<file path="src/rtl/gpio_irq_lines.sv">
module gpio_irq_lines #(
  parameter int NLINES = 4,
  localparam int LW = (NLINES > 1) ? $clog2(NLINES) : 1
) (
  input  logic              clk,
  input  logic              rst_n,
  input  logic [NLINES-1:0] line_in,
  input  logic [NLINES-1:0] cfg_irq_en,
  input  logic [NLINES-1:0] cfg_edge,
  input  logic [NLINES-1:0] cfg_invert,
  input  logic              wr_en,
  input  logic [LW-1:0]     wr_line,
  input  logic [3:0]        wr_bits,
  output logic [NLINES-1:0] pending,
  output logic [NLINES-1:0] enable,
  output logic [NLINES-1:0] irq
);

  logic [NLINES-1:0] lvl, lvl_q, hw_set, hit, pend_d, ena_d;

  assign lvl = line_in ^ cfg_invert;

  for (genvar i = 0; i < NLINES; i++) begin : g_line
    assign hit[i]    = wr_en && (wr_line == LW'(i));
    assign hw_set[i] = cfg_irq_en[i] && (cfg_edge[i] ? (lvl[i] && !lvl_q[i]) : lvl[i]);
    assign pend_d[i] = hw_set[i] | (hit[i] & wr_bits[1]) | (pending[i] & ~(hit[i] & wr_bits[0]));
    assign ena_d[i]  = (hit[i] & wr_bits[3]) | (enable[i] & ~(hit[i] & wr_bits[2]));

    p_edge_set_r4: assert property (@(posedge clk) disable iff (!rst_n)
      (cfg_irq_en[i] && cfg_edge[i] && lvl[i] && !lvl_q[i]) |=> pending[i]);

    p_level_hold_r5: assert property (@(posedge clk) disable iff (!rst_n)
      (cfg_irq_en[i] && !cfg_edge[i] && lvl[i]) |=> pending[i]);

    p_quiet_off_r7: assert property (@(posedge clk) disable iff (!rst_n)
      (!cfg_irq_en[i] && !pending[i] && !(hit[i] && wr_bits[1])) |=> !pending[i]);

    p_unmask_r3: assert property (@(posedge clk) disable iff (!rst_n)
      (wr_en && wr_line == LW'(i) && wr_bits[3]) |=> enable[i]);

    p_ack_r2: assert property (@(posedge clk) disable iff (!rst_n)
      (wr_en && wr_line == LW'(i) && wr_bits[0] && !wr_bits[1] && !cfg_irq_en[i]) |=> !pending[i]);
  end

  always_ff @(posedge clk) begin
    if (!rst_n) begin
      lvl_q   <= '0;
      pending <= '0;
      enable  <= '0;
      irq     <= '0;
    end else begin
      lvl_q   <= lvl;
      pending <= pend_d;
      enable  <= ena_d;
      irq     <= pend_d & ena_d;
    end
  end

  p_irq_match_r9: assert property (@(posedge clk) disable iff (!rst_n)
    irq == (pending & enable));

endmodule

</file>
<file path="config.mk">
export PLATFORM = sky130hd
export DESIGN_NAME = gpio_irq_lines
export DESIGN_NICKNAME = d
export VERILOG_FILES = /design/src/rtl/gpio_irq_lines.sv
export SDC_FILE = /design/constraint.sdc
export NUM_CORES = 1
export LEC_CHECK = 0
export BUFFER_PORTS_ARGS = -buffer_cell sky130_fd_sc_hd__clkbuf_2
export CAP_MARGIN = 10
export CORE_MARGIN = 4
export CORE_UTILIZATION = 44
export CTS_BUF_LIST = sky130_fd_sc_hd__clkbuf_2
export CTS_CLUSTER_DIAMETER = 60
export DETAILED_ROUTE_END_ITERATION = 10
export PLACE_DENSITY = 0.79
export SLEW_MARGIN = 5
export SYNTH_ARGS = -nofsm -noshare
export SYNTH_HDL_FRONTEND = slang
export SYNTH_SLANG_ARGS = --single-unit
</file>
<file path="constraint.sdc">
create_clock -name clk -period 0.9 [get_ports clk]
set_input_delay 0.09 -clock clk [delete_from_list [all_inputs] [get_ports clk]]
set_output_delay 0.09 -clock clk [all_outputs]
set_load 0.1 [all_outputs]
</file>
Word-level counts from Yosys, hierarchy flattened
Cells that the tools add are included.

Register bits: 16. Word-level logic and storage cells: 74. Output and inout bits: 12. Input bits: 25.

Equality and inequality tests: 3. Muxes and demuxes: 4. Reductions and logical operators: 17. Bitwise operators: 46.

Operators by type and width (number): AND 1 bit (24); logical AND 1 bit (12); OR 1 bit (12); inverter 1 bit (8); AND 4 bit (1); == test 2 bit (second input constant) (2); zero test 1 bit (4); 2-to-1 mux 1 bit (4); bitwise XOR 4 bit (1); == test 2 x 1 -> 1 bit (second input constant) (1); zero test 2 bit (1).

Depth between registers and ports, before layout
Depth after elaboration: 7. Mapped depth: 4. Gate-level depth less buffers: 3.

Least setup slack after synthesis
Ideal clock, no wire load.

Kind: reg2reg. Start point: reg pending[1]. End point: reg irq[1]. Cell stages (with the launch flop): 4. Buffers on the path: 0. Slack: -0.524 ns. Arrival: 1.349 ns. Library setup time: 0.076 ns. Required time: 0.824 ns. Clock period less this slack: 1.424 ns. Cell sequence: dfxtp_1 nand2_1 a21o_1 a31oi_1.

Word-level cells in the longest chain between the ends: 3.

Ends and longest elaborated chain: start: declaration (RTL line 14) `output logic [NLINES-1:0] pending,`; start signal: assignment (RTL line 53) `pending <= pend_d;`; AND 1 bit (RTL line 26) `assign pend_d[i] = hw_set[i] | (hit[i] & wr_bits[1]) | (pending[i] & ~(hit[i] & wr_bits[0]));`; OR 1 bit (RTL line 26); AND 4 bit (RTL line 55) `irq <= pend_d & ena_d;`; end signal: assignment (RTL line 55); end: declaration (RTL line 16) `output logic [NLINES-1:0] irq`.

Every way passes these cells. A chain may end at the register's enable or synchronous reset.

Worst setup path after layout
Start point: reg enable[2]. End point: out enable[2].

RTL lines: start: declaration (RTL line 15) `output logic [NLINES-1:0] enable,`; start signal: assignment (RTL line 54) `enable <= ena_d;`.

No word-level cell between the ends.

==> results.py <==
metrics = {
    "outcome": {
        "status": "finished, violations left",
        "violations": "negative setup slack",
    },
    "power_and_ir_drop": {
        "ir_worst_vdd_uv": 1140,
        "report.power.total_mw": 1.67,
        "p_per_area_nw_per_um2": 1510,
        "p_leak_nw": 0.477,
    },
    "synthesis": {
        "syn_area_per_cell_um2": 9.53,
        "ys_ff_latch": 16,
        "synthArstFlopShare": 0,
        "syn_inst": 70,
        "synth-edff-count": 0,
        "syn_area_um2": 667,
        "dominantRegCellSynth": "dfxtp_1",
        "yosysWarnings": 0,
        "syn_nets": 95,
        "synth_seq_area_share": 0.480,
        "yosysUniqueCellTypes": 17,
    },
    "layout": {
        "layout.nets": 135,
        "layout_common_cells": "clkbuf_2, buf_12, nand3_1, dfxtp_4, nand2_1",
        "area_delta_synth_final_pct": 65.5,
        "layout.area.seq_um2": 355,
        "diodes": 0,
        "multi_input_area_um2": 343,
        "layout-drive-gt1-share": 0.505,
        "num-fill-cells": 91,
        "final_common_cell": "clkbuf_2",
        "final_util": 0.808,
    },
    "global_routing": {
        "met3_usage": 0.0345,
        "grt_usage": 0.168,
        "antenna_found_initial": 0,
        "grt_pass1_wl_um": 2620,
        "overflow": 0,
        "first_global_vias": 656,
        "grt_use_met2": 0.301,
        "busiest_layer": "met2",
        "grt_util_met1": 0.185,
        "grt_max_degree": 21,
    },
    "placed_design": {
        "dpl_worst_slack_ns": -0.0215,
        "gp_congestion": 0.744,
        "dp_hpwl_um": 1320,
        "portBuffers": 36,
    },
    "clock_network": {
        "clk_pin_slew_ns": 0.16,
        "cts_tree": "done",
        "cts_root_buf": "clkbuf_2",
        "numClockSinks": 16,
        "postCtsHoldBufs": 0,
        "htreeDepth": 1,
        "clock_path_buffers": 2,
        "cts_buffers": 3,
        "clk_latency_ns": 0.29,
    },
    "sta": {
        "holdWs_ns": 0.0461,
        "worst_slack_ns": -0.0454,
        "rsz0062_at_grt": "true",
        "tightest_slew_ns": 0.347,
        "post-route-min-period_ns": 0.945,
        "finalCritPeriodShare": 1.05,
        "final_max_slew_viol_count": 0,
        "fin_tns_setup_ns": -0.393,
        "setup_violations": 12,
        "hold_viol": 0,
        "max_freq_mhz": 1060,
        "timing.slew.headroom": 0.769,
        "fin_worst_skew_ns": 0.00617,
    },
    "critical_path": {
        "crit_fanout": 2,
        "max_stage_delay_ns": 0.39,
        "crit_chain": "buf_12",
        "cp_slowest_cell": "dfxtp_4",
        "worst-endpoint-required_ns": 0.81,
        "critPathKind": "flop to output pin",
        "arrival_ns": 0.86,
        "cp-end-kind": "output pin",
        "crit_family": "flip-flops",
        "critPathLaunchType": "flop",
        "cp_num_buf_inv": 1,
    },
    "die": {
        "pin_count": 37,
        "fp.dieW_um": 46.9,
        "die-area_um2": 2200,
        "num_rows": 13,
        "die_h_um": 46.9,
        "initial_core_util": 0.488,
        "core_um2": 1370,
    },
    "routing": {
        "drt_iter0_drc": 13,
        "viasPerCell": 5.52,
        "num_vias": 685,
        "wl_um": 1670,
        "drc_errors": 0,
        "post_drt_wl_per_cell_um": 13.5,
        "first_pass_iters": 4,
        "postRouteAntennaNets": 0,
    },
    "worst_hold_path": {
        "hold_class": "input port to flop",
    },
    "flow_run": {
        "drv_cap": 0,
    },
}
cells in the mapped netlist, types with 2 or more instances:
cell / number / share of area
nand2_1: 7 / 0.039
and2_1: 4 / 0.038
a21o_1: 3 / 0.034
dfxtp_1: 16 / 0.48
xor2_1: 4 / 0.053
nor2b_1: 4 / 0.038
and3b_1: 2 / 0.026
a31oi_1: 4 / 0.038
nand4b_1: 2 / 0.026
a22oi_1: 4 / 0.045
nand4_1: 6 / 0.056
nand3_1: 9 / 0.068
where the power goes:
| part | internal [mW] | total, mW | switching (mW) |
|---|---|---|---|
| clock network | 0.0965 | 0.326 | 0.229 |
| registers | 0.752 | 0.789 | 0.0370 |
| logic | 0.215 | 0.557 | 0.342 |
| total | 1.06 | 1.67 | 0.608 |
stage by stage:
step / instances / instance area [µm²]
floorplan: 70 / 702
global placement: 119 / 1070
detailed placement: 119 / 1070
CTS: 123 / 1090
global route: 124 / 1100
finish: 124 / 1100
logic make-up (layout without fill, tap and decap cells):
logic type	Yosys count	in the layout	synth area share
DFF	16	16	0.480
xor gates and xnor gates	4	4	0.0525
and+or+nand+nor	37	37	0.338
AOI/OAI and AO/OA	11	11	0.116
buffers and inverters	2	41	0.0131
sequential cells by signal, summed over array words and instances, names as in the netlist:
| signal | flops |
|---|---|
| pending | 4 |
| lvl_q | 4 |
| irq | 4 |
| enable | 4 |
layout make-up:
type / count / area share
clock inverters: 1 / 0.00340
well taps: 15 / 0.0170
repair buffers: 37 / 0.333
multi-input cells: 52 / 0.311
flip-flops and latches: 16 / 0.322
clock buffers: 3 / 0.0136
path summary, 6_finish.rpt:
check	from	endpoint	slack, ns	cells past startpoint
worst max-delay path	enable[2]$_SDFF_PN0_	enable[2]	-0.05	1
worst min-delay path	cfg_irq_en[2]	pending[2]$_SDFF_PN0_	0.05	3
worst max register to register	enable[0]$_SDFF_PN0_	enable[0]$_SDFF_PN0_	0.07	3
worst min register to register	pending[3]$_SDFF_PN0_	pending[3]$_SDFF_PN0_	0.57	2
routing by layer:
layer	routed length, µm	part of all wire
met5	0	0
met4	14	0.0084
met3	144	0.086
met2	843	0.51
met1	666	0.40
repair_timing:
item,in CTS,in global routing
resized for setup,0,1
buffers inserted,0,1
pin swaps,0,1
setup endpoints to repair,12,13
Note: power is estimated with default switching activity, not from simulation.
